**src/rtl/tdm_pkg.sv**
```systemverilog
package tdm_pkg;
   localparam int unsigned TDM_NPE_DEF   = 8;
   localparam int unsigned TDM_IDW_DEF   = 4;
   localparam int unsigned TDM_DEPW_DEF  = 5;
   localparam int unsigned TDM_PAYW_DEF  = 8;

   function automatic int unsigned tdm_idx_w(input int unsigned n);
      return (n <= 2) ? 1 : $clog2(n);
   endfunction
endpackage

```
**src/rtl/tdm_owner_table.sv**
```systemverilog
module tdm_owner_table #(
   parameter int unsigned NPE = 8,
   parameter int unsigned IDW = 4
) (
   input  logic           clk,
   input  logic           rst_n,
   input  logic           wr_en,
   input  logic [IDW-1:0] wr_id,
   input  logic [NPE-1:0] wr_mask,
   input  logic           rd_en,
   input  logic [IDW-1:0] rd_id,
   output logic [NPE-1:0] rd_mask
);
   localparam int unsigned NPROC = 1 << IDW;

   logic [NPE-1:0] own_q [NPROC];

   always_ff @(posedge clk or negedge rst_n) begin
      if (!rst_n) begin
         for (int i = 0; i < NPROC; i++) own_q[i] <= '0;
      end else if (wr_en) begin
         own_q[wr_id] <= wr_mask;
      end
   end

   // read sees the entry as it was before a write in the same cycle
   always_ff @(posedge clk or negedge rst_n) begin
      if (!rst_n)     rd_mask <= '0;
      else if (rd_en) rd_mask <= own_q[rd_id];
   end
endmodule

```
**src/rtl/tdm_least_pick.sv**
```systemverilog
module tdm_least_pick #(
   parameter int unsigned NPE  = 8,
   parameter int unsigned DEPW = 5,
   parameter int unsigned PEW  = 3
) (
   input  logic [NPE-1:0]      cand,
   input  logic [NPE*DEPW-1:0] depth_flat,
   output logic                any,
   output logic [PEW-1:0]      idx
);
   logic [DEPW-1:0] dep [NPE];
   logic [DEPW-1:0] best;

   for (genvar g = 0; g < NPE; g++) begin : g_unpack
      assign dep[g] = depth_flat[g*DEPW +: DEPW];
   end

   // strict less-than: on equal depths the earlier (lower) index stays
   always_comb begin
      any  = 1'b0;
      idx  = '0;
      best = '1;
      for (int i = 0; i < NPE; i++) begin
         if (cand[i] && (!any || dep[i] < best)) begin
            any  = 1'b1;
            best = dep[i];
            idx  = PEW'(i);
         end
      end
   end
endmodule

```
**src/rtl/token_dispatch_mapper.sv**
```systemverilog
module token_dispatch_mapper
   import tdm_pkg::*;
#(
   parameter int unsigned NPE  = TDM_NPE_DEF,
   parameter int unsigned IDW  = TDM_IDW_DEF,
   parameter int unsigned DEPW = TDM_DEPW_DEF,
   parameter int unsigned PAYW = TDM_PAYW_DEF,
   localparam int unsigned PEW = tdm_idx_w(NPE)
) (
   input  logic                clk,
   input  logic                rst_n,
   input  logic                tbl_wr_en,
   input  logic [IDW-1:0]      tbl_wr_id,
   input  logic [NPE-1:0]      tbl_wr_mask,
   input  logic [NPE-1:0]      pe_avail,
   input  logic [NPE*DEPW-1:0] pe_depth,
   input  logic                in_valid,
   output logic                in_ready,
   input  logic [IDW-1:0]      in_id,
   input  logic [PAYW-1:0]     in_payload,
   output logic                out_valid,
   input  logic                out_ready,
   output logic [PEW-1:0]      out_pe,
   output logic [IDW-1:0]      out_id,
   output logic [PAYW-1:0]     out_payload,
   output logic                fault_pulse,
   output logic [IDW-1:0]      fault_id
);
   if (NPE < 2)  begin : g_chk_npe  $error("NPE must be at least 2");  end
   if (IDW < 1)  begin : g_chk_idw  $error("IDW must be at least 1");  end
   if (DEPW < 1) begin : g_chk_depw $error("DEPW must be at least 1"); end
   if (PAYW < 1) begin : g_chk_payw $error("PAYW must be at least 1"); end

   logic advance;
   assign advance  = !out_valid || out_ready;
   assign in_ready = advance;

   // stage 1: table read
   logic            s1_valid;
   logic [IDW-1:0]  s1_id;
   logic [PAYW-1:0] s1_pay;
   logic [NPE-1:0]  s1_mask;

   tdm_owner_table #(.NPE(NPE), .IDW(IDW)) u_table (
      .clk(clk), .rst_n(rst_n),
      .wr_en(tbl_wr_en), .wr_id(tbl_wr_id), .wr_mask(tbl_wr_mask),
      .rd_en(advance), .rd_id(in_id), .rd_mask(s1_mask)
   );

   always_ff @(posedge clk or negedge rst_n) begin
      if (!rst_n) begin
         s1_valid <= 1'b0;
         s1_id    <= '0;
         s1_pay   <= '0;
      end else if (advance) begin
         s1_valid <= in_valid;
         s1_id    <= in_id;
         s1_pay   <= in_payload;
      end
   end

   // stage 2: availability filter and depth comparison
   logic [NPE-1:0] cand;
   logic           pick_any;
   logic [PEW-1:0] pick_idx;

   assign cand = s1_mask & pe_avail;

   tdm_least_pick #(.NPE(NPE), .DEPW(DEPW), .PEW(PEW)) u_pick (
      .cand(cand), .depth_flat(pe_depth), .any(pick_any), .idx(pick_idx)
   );

   logic            s2_valid, s2_fault;
   logic [PEW-1:0]  s2_pe;
   logic [IDW-1:0]  s2_id;
   logic [PAYW-1:0] s2_pay;
   logic [NPE-1:0]  s2_cand;

   always_ff @(posedge clk or negedge rst_n) begin
      if (!rst_n) begin
         s2_valid <= 1'b0;
         s2_fault <= 1'b0;
         s2_pe    <= '0;
         s2_id    <= '0;
         s2_pay   <= '0;
         s2_cand  <= '0;
      end else if (advance) begin
         s2_valid <= s1_valid;
         s2_fault <= !pick_any;
         s2_pe    <= pick_idx;
         s2_id    <= s1_id;
         s2_pay   <= s1_pay;
         s2_cand  <= cand;
      end
   end

   // stage 3: route / fault report
   always_ff @(posedge clk or negedge rst_n) begin
      if (!rst_n) begin
         out_valid   <= 1'b0;
         out_pe      <= '0;
         out_id      <= '0;
         out_payload <= '0;
         fault_pulse <= 1'b0;
         fault_id    <= '0;
      end else if (advance) begin
         out_valid   <= s2_valid && !s2_fault;
         out_pe      <= s2_pe;
         out_id      <= s2_id;
         out_payload <= s2_pay;
         fault_pulse <= s2_valid && s2_fault;
         fault_id    <= s2_id;
      end else begin
         fault_pulse <= 1'b0;
      end
   end

   p_pick_legal_r3: assert property (@(posedge clk) disable iff (!rst_n)
      (s2_valid && !s2_fault) |-> s2_cand[s2_pe]);

   p_hold_out_r7: assert property (@(posedge clk) disable iff (!rst_n)
      (out_valid && !out_ready) |=> (out_valid && $stable(out_pe)
                                     && $stable(out_id) && $stable(out_payload)));

   p_no_accept_r7: assert property (@(posedge clk) disable iff (!rst_n)
      (out_valid && !out_ready) |-> !in_ready);

   p_fault_alone_r8: assert property (@(posedge clk) disable iff (!rst_n)
      fault_pulse |-> !out_valid);

   p_fault_once_r8: assert property (@(posedge clk) disable iff (!rst_n)
      (fault_pulse && !$past(advance)) |-> 1'b0);
endmodule

```
**config.mk**
```make
export PLATFORM = sky130hd
export DESIGN_NAME = token_dispatch_mapper
export DESIGN_NICKNAME = d
export VERILOG_FILES = /design/src/rtl/tdm_pkg.sv /design/src/rtl/tdm_owner_table.sv /design/src/rtl/tdm_least_pick.sv /design/src/rtl/token_dispatch_mapper.sv
export SDC_FILE = /design/constraint.sdc
export NUM_CORES = 1
export LEC_CHECK = 0
export BUFFER_PORTS_ARGS = -buffer_cell sky130_fd_sc_hd__buf_4
export CAP_MARGIN = 20
export CORE_MARGIN = 10
export CORE_UTILIZATION = 55
export CTS_BUF_LIST = sky130_fd_sc_hd__clkbuf_8
export DETAILED_ROUTE_END_ITERATION = 12
export MAX_ROUTING_LAYER = met4
export PLACE_DENSITY = 0.75
export SKIP_CTS_REPAIR_TIMING = 1
export SYNTH_ARGS = -nofsm -noshare
export SYNTH_HDL_FRONTEND = slang
export SYNTH_SLANG_ARGS = --single-unit
export TNS_END_PERCENT = 20
```
**constraint.sdc**
```tcl
create_clock -name clk -period 13.85 [get_ports clk]
set_input_delay 1.385 -clock clk [delete_from_list [all_inputs] [get_ports clk]]
set_output_delay 1.385 -clock clk [all_outputs]
set_load 0.01 [all_outputs]
```
# Yosys cells after proc, flatten, opt, wreduce, memory -nomap -nowiden
# Cells that the tools add are included.
[totals]
in_bits = 77
wordCells = 100
ff_bits = 183
[classes]
n_lt_le_gt_ge = 10
n_mux = 29
n_reduce_logical = 28
bitwise_logic = 3
[op_table]
columns = ["cell", "n"]
rows = [
  ["$bwmux 128", 1],
  ["$lt 5x5->1", 7],
  ["$mux 5", 7],
  ["$bmux 8 s4", 1],
  ["$demux 8 s4", 1],
  ["$mux 8", 3],
  ["$mux 3", 4],
  ["$ge 5x5->1 const B", 2],
  ["$logic_and 1x1->1", 10],
  ["$logic_not 1->1", 10],
  ["$mux 1", 10],
  ["$not 4->5", 2],
  ["$and 8x8->8", 1],
  ["$logic_or 1x1->1", 8],
  ["$lt 5x1->1 const B", 1],
  ["$mux 2", 2],
]

# Depth between registers and ports, before layout
# Gate-level depths: netlist (run 1).
[logic_depth]
depth_word = 31
ltp_mapped = 63
depth_no_buf = 63

# By module
# A second synthesis (run 1) with hierarchy kept.
[hier_totals]
hier_cells = 742
hier_area_um2 = 9778.1
[by_module_without_submodules]
columns = ["module", "instances", "area_per_inst_um2", "cells_per_inst", "seq_area_each_um2"]
rows = [
  ["tdm_owner_table", 1, 6108.4, 383, 3403.3],
  ["token_dispatch_mapper", 1, 1896.8, 114, 1176.1],
  ["tdm_least_pick", 1, 1773.0, 245, 0.0],
]

# Worst setup path before layout (run 1)
# OpenSTA, ideal clock, no wires.
[synth_timing]
path_type = "input -> register"
start = "input pe_avail[0]"
end = "register s2_pe[2]"
n_path_buf = 0
path_stages = 62
arrival_ps = 11275
path_slack_ps = 2498
path_cell_list = "nand2_1 > nor2_1 > ha_1 > and3b_1 > a211oi_2 > a311oi_1 > nor2_1 > a21oi_1 > inv_1 > ha_1 > a311oi_1 > and2b_1 > o211a_4 > nor2_2 > mux2_2 > inv_1 > ha_1 > nand2_1 > [... 26 more ...] > a21oi_1 > nor2b_1 > o21ai_0 > nand2_1 > a41oi_1 > a31o_2 > a31oi_4 > mux2_2 > ha_1 > a21o_1 > a21oi_1 > nor2b_1 > o21ai_0 > a31oi_1 > a31oi_1 > nor2_1 > and3_1 > a21oi_1"
[synth_via]
elab_chain_cells = 30
elab_cells_between_ends = 47
cone_classes = "7 x order compare; 18 x mux; 1 x bitwise; 21 x reduce/logical"
[synth_rtl]
columns = ["element", "line", "rtl"]
rows = [
  ["start: declaration", "token_dispatch_mapper.sv:15", "input logic [NPE-1:0] pe_avail,"],
  ["$and 8x8->8 *", "token_dispatch_mapper.sv:67", "assign cand = s1_mask & pe_avail;"],
  ["$mux 5 / $mux 1 (equally long branches)", "tdm_least_pick.sv:24", "if (cand[i] && (!any || dep[i] < best)) begin"],
  ["$lt 5x5->1 / $logic_not 1->1 (equally long branches)", "tdm_least_pick.sv:24", ""],
  ["$logic_or 1x1->1", "tdm_least_pick.sv:24", ""],
  ["$logic_and 1x1->1", "tdm_least_pick.sv:24", ""],
  ["$mux 5 / $mux 1 (equally long branches)", "tdm_least_pick.sv:24", ""],
  ["$lt 5x5->1 / $logic_not 1->1 (equally long branches)", "tdm_least_pick.sv:24", ""],
  ["$logic_or 1x1->1", "tdm_least_pick.sv:24", ""],
  ["[... 14 more ...]", "n/a", ""],
  ["$lt 5x5->1 / $logic_not 1->1 (equally long branches)", "tdm_least_pick.sv:24", ""],
  ["$logic_or 1x1->1", "tdm_least_pick.sv:24", ""],
  ["$logic_and 1x1->1", "tdm_least_pick.sv:24", ""],
  ["$mux 5 / $mux 1 (equally long branches)", "tdm_least_pick.sv:24", ""],
  ["$lt 5x5->1 / $logic_not 1->1 (equally long branches)", "tdm_least_pick.sv:24", ""],
  ["$logic_or 1x1->1", "tdm_least_pick.sv:24", ""],
  ["$logic_and 1x1->1", "tdm_least_pick.sv:24", ""],
  ["$mux 3 *", "tdm_least_pick.sv:24", ""],
  ["end signal: assignment", "token_dispatch_mapper.sv:90", "s2_pe <= pick_idx;"],
  ["end: declaration", "token_dispatch_mapper.sv:74", "logic [PEW-1:0] s2_pe;"],
]
# Every way passes the cells marked *; elsewhere a longest branch is shown, timed or not.
# A chain may end at the register's enable or synchronous reset.

# Worst setup path after layout (run 1)
[layout_timing]
start = "input pe_avail[0]"
end = "register s2_pe[1]"
# The elaborated chain is that of the path after synthesis.

==> metrics.md, run 1 <==
| Metric | Value |
|---|---|
| Final worst slack | 1.16 ns |
| Hpwl dp | 15300 um |
| Vias in the first global route | 6585 |
| Gr ovfl total | 0 |
| I/O pin count | 99 |
| Vias/cell | 5.80 |
| Wire per inst | 19.1 um |
| Leakage | 0.00503 uW |
| Worst-path clk slew | 0.09 ns |
| Placed Instance Area | 0.0104 sq mm |
| Layout Skew | 0.0131 ns |
| Worst Path Required | 14.23 ns |
| Worst path slowest cell | a221oi_1 |
| Run status | completed |
| Peak VDD IR | 102 uV |
| Worst-Skew Late Latency | 0.46 ns |
| Post-synthesis sequential area ratio | 48.2% |
| YS warnings | 0 |
| Number of I/O port buffers | 98 |
| Area taken by flip-flops and latches | 0.00458 sq mm |
| Cells after synthesis | 808 |
| Final #Nets | 984 |
| First DRT Iteration DRCs | 409 |
| GP Congestion | 0.935 |
| Max Slew Vio Count | 0 |
| Async SR Flop Fraction | 100% |
| EDFF count, synth | 0 |
| Final setup vio count | 0 |
| Slew @ Worst Pin | 1.04 ns |
| Design Area, Final | 0.0108 sq mm |
| Synth Area per Inst | 11.8 sq um |
| Slowest stage delay, CP | 0.40 ns |
| Die area | 0.0229 sq mm |
| Routed Antenna Nets | 0 |
| Cell variety after synth | 68 |
| Setup TNS | 0 ns |
| GRT Util Overall | 19.5% |
| Layout cell share with drive strength beyond 1 | 36.8% |
| Slew HR | 30.6% |
| # clock sinks | 183 |
| # Max-Cap Violations | 0 |
| Crit path buf inv count | 5 |
| Multi-input logic area | 0.00467 sq mm |
| RSZ-0062 raised after global routing | no |
| DRC Markers | 0 |
| First-pass GRT wire length | 34600 um |
| Post-synth top area cell | dfrtp_1 |
| CTS H-tree depth | 4 |
| Worst Hold Class | reg2reg |
| Worst hold slack | 0.474 ns |
| Fillers | 1304 |
| # diodes | 0 |
| Die width | 151 um |
| Max Root-Sink Buffers | 2 |
| Total Wirelength | 21400 um |
| Row count | 47 |
| Seq cells post-synth | 183 |
| Top-area cell type share of the netlist area | 48.2% |
| Fin. Hold Viols | 0 |
| Post-layout util | 64.5% |
| Top delay family on crit path | compound AO/OA/AOI/OAI gates |
| Cell Area, Synth | 0.00949 sq mm |
| Fin crit share | 91.6% |
| Power Density | 175 mW/mm^2 |
| Largest fanout on the critical path | 8 |
| Max frequency | 78.8 MHz |
| Root Driver | clkbuf_8 |
| Main area contributors after synthesis | dfrtp_1 48%, mux2_2 16%, mux4_2 9.5%, nand2_1 6.8%, ha_1 2.4% |
| Starting density of the core | 56.6% |
| Worst setup EP type | flop |
| Critical path data arrival time | 13.07 ns |
| Pin count of the biggest net entering global routing | 109 |
| TritonCTS Buffers | 17 |
| Die height | 151 um |
| Post-synth top flop | dfrtp_1 |
| Most used cell, CP | ha_1 |
| TritonCTS clock tree | done |
| Syn_nets | 903 |
| Area of the core | 0.0168 sq mm |
| Synth-to-Final Area Change | 13.9% |
| Worst setup SP type | input pin |
| DR pass1 iterations | 5 |
| Initial antenna violation count | 0 |
| Via count | 6510 |
| Min Tclk post-route | 12.69 ns |
| Worst slack, placed | 0.964 ns |
| Kind of critical path | in2reg |
[flip-flops by register name, summed over array words and instances, names as in the netlist]
name,cells
fault_id,4
fault_pulse,1
out_payload,8
out_pe,3
out_valid,1
s1_id,4
s1_pay,8
s1_valid,1
s2_fault,1
s2_id,4
s2_pay,8
s2_pe,3
s2_valid,1
u_table.own_q,128
u_table.rd_mask,8
[layer usage]
metal / global-route usage, % / wire (um)
met5: - / 0
met4: 4.57 / 238
met3: 3.82 / 1200
met2: 30.5 / 10300
met1: 25.9 / 9730
[area by class of cell]
cell class	count	share of cell area, %
sequential	183	42.4
multi-input combinational	561	43.2
clock buffer	18	2.29
clock inverter	14	1.70
timing repair buffer	101	7.05
inverter	25	0.868
tap	220	2.55
[final timing paths]
check	start	end	slack, ns	cells past startpoint
max	pe_avail[0]	s2_pe[1]	1.16	62
min	out_payload[0]	out_payload[0]	0.47	2
max reg2reg	u_table.rd_mask[0]	s2_pe[1]	1.74	61
min reg2reg	out_payload[0]	out_payload[0]	0.47	2
max in group asynchronous	rst_n	u_table.own_q[76]	11.33	2
min in group asynchronous	rst_n	u_table.own_q[6]	1.00	1
[cells in the final DEF (no fill, tap or decap), types with 8 or more instances in the layout]
cell      synthesis  layout
mux2_2          138     138
nor2_1           31      31
dfrtp_1         183     183
mux4_2           40      40
a21oi_1          19      19
clkbuf_8          0      18
o21ai_0          14      14
buf_4             4     100
nand2_1         171     171
inv_1            25      26
nor3_1            8       8
ha_1             18      18
[worst min-delay path, stage by stage, from the launching register on]
cell and delay, ns:
dfrtp_1 0.35, nand2_1 0.05, nand2_1 0.05
[synthesized netlist by cell type, types with 4 or more instances]
cell type / count
dfrtp_1: 183
nand2_1: 171
mux2_2: 138
mux4_2: 40
nor2_1: 31
clkbuf_1: 29
inv_1: 25
a21oi_1: 19
ha_1: 18
o21ai_0: 14
nor3_1: 8
and3_1: 7
nor2b_1: 7
buf_1: 6
a31oi_1: 5
and2_1: 5
nand3_1: 5
nand3b_1: 5
or3_1: 5
and3b_1: 4
buf_4: 4
mux2i_1: 4
nand2b_1: 4
o21ai_1: 4
o22ai_1: 4
[kinds of logic after synthesis]
family,after synthesis,synth area share [%]
AND/OR/NAND/NOR,268,12.6
adder cells (fa/ha/maj),18,2.37
buffers and inverters,64,2.69
multiplexers,183,26.4
flip-flops,183,48.2
XOR/XNOR,2,0.185
AO/OA/AOI/OAI,90,7.51
[stage by stage]
stage          instances  total power (uW)
6_report            1122              1890
5_1_grt             1122              2010
4_1_cts             1122              1900
3_5_place_dp        1090              1510
3_3_place_gp        1090              1490
2_1_floorplan        808              1300
[report_power, final]
part	leakage (uW)	total [uW]	switching [uW]	internal, uW
Clock	0.000222	385	197	189
Sequential	0.00223	771	84.9	686
Combinational	0.00257	732	368	364
(Power assumes the default switching activity.)
==> inputs of run 2 (changes only) <==
--- a/config.mk
+++ b/config.mk
@@ -11,7 +11,6 @@
 export CORE_UTILIZATION = 55
 export CTS_BUF_LIST = sky130_fd_sc_hd__clkbuf_8
 export DETAILED_ROUTE_END_ITERATION = 12
-export MAX_ROUTING_LAYER = met4
 export PLACE_DENSITY = 0.75
 export SKIP_CTS_REPAIR_TIMING = 1
 export SYNTH_ARGS = -nofsm -noshare
==> metrics.md, run 2 (same netlist as run 1, synthesis figures left out) <==
| Metric | Value |
|---|---|
| CTS H-tree depth | 4 (unchanged) |
| Worst setup EP type | flop |
| Starting density of the core | 56.6% (unchanged) |
| GP Congestion | 0.914 (-2.3%) |
| Run status | completed |
| Final worst slack | 1.29 ns (+0.133 ns) |
| Min Tclk post-route | 12.56 ns (-0.133 ns) |
| Area of the core | 0.0168 sq mm (unchanged) |
| Power Density | 172 mW/mm^2 (-1.7%) |
| Worst Path Required | 14.24 ns (about the same) |
| Slowest stage delay, CP | 0.38 ns (-0.02 ns) |
| Final setup vio count | 0 (unchanged) |
| Slew HR | 37.5% (+6.9 points) |
| # clock sinks | 183 (unchanged) |
| # diodes | 0 (unchanged) |
| Worst slack, placed | 0.972 ns (+0.00762 ns) |
| Worst setup SP type | input pin |
| Max Slew Vio Count | 0 (unchanged) |
| Worst path slowest cell | a311oi_1 |
| Worst r2r dst | s2_pe[2] |
| Fin crit share | 90.7% (-0.96 points) |
| DR pass1 iterations | 5 (unchanged) |
| Critical path data arrival time | 12.94 ns (-0.13 ns) |
| Max Root-Sink Buffers | 2 (unchanged) |
| Fillers | 1330 (+2.0%) |
| DRC Markers | 0 (unchanged) |
| TritonCTS clock tree | done |
| CP startpoint | pe_avail[0] |
| Gr ovfl total | 0 (unchanged) |
| Worst-path clk slew | 0.10 ns (about the same) |
| Fin. Hold Viols | 0 (unchanged) |
| Die height | 151 um (unchanged) |
| Kind of critical path | in2reg |
| Initial antenna violation count | 0 (unchanged) |
| Largest fanout on the critical path | 8 (unchanged) |
| Vias/cell | 5.75 (-0.96%) |
| Final #Nets | 985 (+0.10%) |
| Row count | 47 (unchanged) |
| Worst-Skew Late Latency | 0.47 ns (about the same) |
| Reg with most FFs | u_table.own_q |
| First-pass GRT wire length | 33900 um (-1.9%) |
| Reg2reg path depth | 62 (+1.6%) |
| Die width | 151 um (unchanged) |
| TritonCTS Buffers | 17 (unchanged) |
| Via count | 6453 (-0.88%) |
| Slew @ Worst Pin | 0.934 ns (-0.103 ns) |
| Hold path start | s1_pay[1] |
| Most frequent cells in the layout | 183 x dfrtp_1, 171 x nand2_1, 138 x mux2_2, 100 x buf_4, 40 x mux4_2 |
| Pin count of the biggest net entering global routing | 100 (-8.3%) |
| Synth-to-Final Area Change | 13.8% (about the same) |
| Max FFs per register | 128 (unchanged) |
| Hpwl dp | 15000 um (-2.2%) |
| Max frequency | 79.6 MHz (+1.1%) |
| RSZ-0062 raised after global routing | no |
| Leakage | 0.00502 uW (-0.16%) |
| Root Driver | clkbuf_8 |
| R2r setup slk | 1.86 ns (+0.12 ns) |
| # Max-Cap Violations | 0 (unchanged) |
| Setup TNS | 0 ns (unchanged) |
| I/O pin count | 99 (unchanged) |
| First DRT Iteration DRCs | 413 (+0.98%) |
| Number of I/O port buffers | 98 (unchanged) |
| Reg2reg start | u_table.rd_mask[0] |
| Layout Skew | 0.0127 ns (-0.000378 ns) |
| Die area | 0.0229 sq mm (unchanged) |
| Layout cell share with drive strength beyond 1 | 36.9% (+0.070 points) |
| GRT Util Overall | 18.7% (-0.84 points) |
| Commonest non-fill, non-tap cell in the layout | dfrtp_1 |
| Worst Hold Class | reg2reg |
| Worst Setup EP | s2_pe[2] |
| Routed Antenna Nets | 0 (unchanged) |
| Wire per inst | 18.6 um (-2.5%) |
| Peak VDD IR | 95.1 uV (-7.0%) |
| Vias in the first global route | 6555 (-0.46%) |
| Total Wirelength | 20900 um (-2.4%) |
==> run 2: power by group <==
group          switching, uW  total, uW  internal (uW)
Clock                    201        359            158
Combinational            364        729            364
Sequential              81.9        768            686
==> run 2: how the worst min path moves through the flow <==
stage	endpoint	slack, ns	cells after the start
floorplan	s1_id[0]	0.44	2
global placement	s1_id[3]	0.45	2
detailed placement	s2_pay[7]	0.46	2
CTS	s2_pay[1]	0.47	2
global route	s1_pay[3]	0.49	2
finish	s2_pay[1]	0.47	2
==> run 2: layout make-up <==
| class | instances | area, sq um | share of cell area (%) |
|---|---|---|---|
| Multi-Input combinational cell | 561 | 4670 | 43.2 |
| Sequential cell | 183 | 4580 | 42.4 |
| Timing Repair Buffer | 102 | 790 | 7.31 |
| Tap cell | 220 | 275 | 2.55 |
| Clock buffer | 19 | 262 | 2.42 |
| Clock inverter | 13 | 135 | 1.25 |
| Inverter | 25 | 93.8 | 0.869 |
==> run 2: stage by stage <==
step,area [sq um],power [uW],util [%],cells,hold WS [ns]
CTS,10800,1860,64.3,1122,0.471
finish,10800,1860,64.4,1123,0.468
global placement,10400,1490,61.9,1090,0.448
global route,10800,1980,64.4,1123,0.493
detailed placement,10400,1510,61.9,1090,0.455
floorplan,9490,1300,-,808,0.439
==> run 2: critical path: cells and delay by family <==
kind | cells | cell delay [ns]
buffers and inverters | 5 | 0.39
adders and majority gates | 7 | 2.04
AOI/OAI and AO/OA | 28 | 5.19
muxes | 5 | 1.48
and+or+nand+nor | 18 | 2.45
==> run 2: metal layers <==
| metal | GRT usage (%) | up-vias | part of all wire, % |
|---|---|---|---|
| met5 | 0 | - | 0 |
| met3 | 3.97 | 12 | 5.9 |
| met4 | 4.91 | 0 | 0.58 |
| met1 | 25.1 | 3226 | 45 |
| li1 | - | 3049 | - |
| met2 | 30.1 | 166 | 48 |
==> inputs of run 3 (changes only) <==
--- a/config.mk
+++ b/config.mk
@@ -7,11 +7,12 @@
 export LEC_CHECK = 0
 export BUFFER_PORTS_ARGS = -buffer_cell sky130_fd_sc_hd__buf_4
 export CAP_MARGIN = 20
+export CORE_ASPECT_RATIO = 0.9
 export CORE_MARGIN = 10
 export CORE_UTILIZATION = 55
 export CTS_BUF_LIST = sky130_fd_sc_hd__clkbuf_8
 export DETAILED_ROUTE_END_ITERATION = 12
-export PLACE_DENSITY = 0.75
+export PLACE_DENSITY = 0.86
 export SKIP_CTS_REPAIR_TIMING = 1
 export SYNTH_ARGS = -nofsm -noshare
 export SYNTH_HDL_FRONTEND = slang
==> metrics.md, run 3 (same netlist as run 1, synthesis figures left out) <==
| Metric | Value |
|---|---|
| Run status | completed |
| R2r setup slk | 1.88 ns (+0.02 ns) |
| Worst r2r dst | s2_pe[2] |
| Layout cell share with drive strength beyond 1 | 36.9% (+0.070 points) |
| Root Driver | clkbuf_8 |
| Power Density | 175 mW/mm^2 (+1.9%) |
| Initial antenna violation count | 0 (unchanged) |
| Worst Hold Class | reg2reg |
| Worst Setup EP | s2_pe[2] |
| First DRT Iteration DRCs | 459 (+11%) |
| Die height | 145 um (-4.5%) |
| Layout Skew | 0.0166 ns (+0.00391 ns) |
| Reg2reg path depth | 62 (unchanged) |
| Reg with most FFs | u_table.own_q |
| Worst path slowest cell | a311oi_1 |
| Hpwl dp | 15200 um (+1.8%) |
| Kind of critical path | in2reg |
| Crit path buf inv count | 5 (unchanged) |
| Gr ovfl total | 0 (unchanged) |
| Setup TNS | 0 ns (unchanged) |
| Leakage | 0.00503 uW (+0.26%) |
| Max FFs per register | 128 (unchanged) |
| Max frequency | 79.7 MHz (+0.14%) |
| Max Slew Vio Count | 0 (unchanged) |
| Commonest non-fill, non-tap cell in the layout | dfrtp_1 |
| # clock sinks | 183 (unchanged) |
| Die area | 0.0229 sq mm (about the same) |
| Vias/cell | 5.94 (+3.4%) |
| # diodes | 0 (unchanged) |
| Final worst slack | 1.31 ns (+0.0174 ns) |
| CTS H-tree depth | 4 (unchanged) |
| Peak VDD IR | 108 uV (+13%) |
| Reg2reg start | u_table.rd_mask[0] |
| DRC Markers | 0 (unchanged) |
| First-pass GRT wire length | 34700 um (+2.1%) |
| Starting density of the core | 56.2% (-0.44 points) |
| Worst setup EP type | flop |
| # Max-Cap Violations | 0 (unchanged) |
| Max Root-Sink Buffers | 2 (unchanged) |
| Row count | 45 (-4.3%) |
| WP depth | 63 (unchanged) |
| GP Congestion | 0.937 (+2.6%) |
| Number of I/O port buffers | 98 (unchanged) |
| Fin. Hold Viols | 0 (unchanged) |
| DR pass1 iterations | 4 (-1) |
| Worst hold slack | 0.468 ns (+0.0000740 ns) |
| Via count | 6622 (+2.6%) |
| Critical path data arrival time | 12.93 ns (about the same) |
| Worst Path Required | 14.24 ns (about the same) |
| Final #Nets | 986 (+0.10%) |
| Largest fanout on the critical path | 8 (unchanged) |
| Vias in the first global route | 6706 (+2.3%) |
| Slew HR | 35.2% (-2.3 points) |
| TritonCTS clock tree | done |
| Slowest stage delay, CP | 0.40 ns (+0.02 ns) |
| Routed Antenna Nets | 0 (unchanged) |
| Final setup vio count | 0 (unchanged) |
| Worst slack, placed | 1.05 ns (+0.0752 ns) |
| Min Tclk post-route | 12.54 ns (-0.0174 ns) |
| Worst-path clk slew | 0.10 ns (about the same) |
| RSZ-0062 raised after global routing | no |
| Wire per inst | 19.2 um (+3.2%) |
| Fin crit share | 90.5% (-0.13 points) |
| GRT Util Overall | 19.2% (+0.55 points) |
| Synth-to-Final Area Change | 13.9% (about the same) |
| Pin count of the biggest net entering global routing | 70 (-30%) |
| Top delay family on crit path | compound AO/OA/AOI/OAI gates |
| Die width | 158 um (+4.7%) |
| Most frequent cells in the layout | 183 x dfrtp_1, 171 x nand2_1, 138 x mux2_2, 102 x buf_4, 40 x mux4_2 |
| I/O pin count | 99 (unchanged) |
| CP startpoint | pe_avail[0] |
| Area of the core | 0.0169 sq mm (+0.78%) |
| Slew @ Worst Pin | 0.970 ns (+0.0360 ns) |
| Worst setup SP type | input pin |
| Worst-Skew Late Latency | 0.47 ns (about the same) |
| TritonCTS Buffers | 17 (unchanged) |
| Total Wirelength | 21400 um (+2.5%) |
## run 3: changes by cell type in the layout (fill, tap and decap cells not counted)
cell	change
buf_4	+2
inv_8	-2
buf_16	-1
clkinv_2	+1
inv_6	-1
bufinv_16	+2
## run 3: per-stage QoR
step / total power (uW) / std cells / instance area [sq um] / util (%)
finish: 1890 / 1115 / 10800 / 64.0
global route: 2020 / 1115 / 10800 / 64.0
CTS: 1900 / 1115 / 10800 / 64.0
detailed placement: 1510 / 1083 / 10400 / 61.5
global placement: 1490 / 1083 / 10400 / 61.5
floorplan: 1300 / 808 / 9490 / -
## run 3: cell type report
type	instances	area, sq um
clock buffers	19	262
multi-input cells	561	4670
inverters	25	93.8
fillers	1296	6080
repair buffers	103	777
flip-flops and latches	183	4580
clock inverters	13	169
well taps	211	264
## run 3: worst min-delay path by stage
stage                          from  cells past startpoint        endpoint  slack, ns
final                     s2_pay[2]                      2  out_payload[2]       0.47
after global routing      s2_pay[2]                      2  out_payload[2]       0.48
after CTS                 s2_pay[2]                      2  out_payload[2]       0.47
after detailed placement  s1_pay[3]                      2       s2_pay[3]       0.46
after global placement     s2_id[0]                      2        s2_id[0]       0.45
after floorplan            s1_id[0]                      2        s1_id[0]       0.44
## run 3: per-layer routing
metal / GRT usage, % / up-vias / share of wire, %
met3: 4.75 / 35 / 8.0
li1: - / 3059 / -
met1: 25.6 / 3268 / 44
met5: 0 / - / 0
met2: 30.2 / 260 / 47
met4: 6.43 / 0 / 1.6
## run 3: power by group
group / switching (uW) / internal (uW)
sequential: 84.7 / 686
clock: 194 / 191
combinational: 371 / 366
total: 649 / 1240
## run 3: worst reg2reg max path, delay by kind of cell (launching register included)
kind / cells / cell delay, ns
flops: 1 / 0.44
mux: 5 / 1.49
buf+inv: 4 / 0.27
simple gates: 18 / 2.52
fa+ha+maj: 7 / 2.05
compound gates: 28 / 5.14
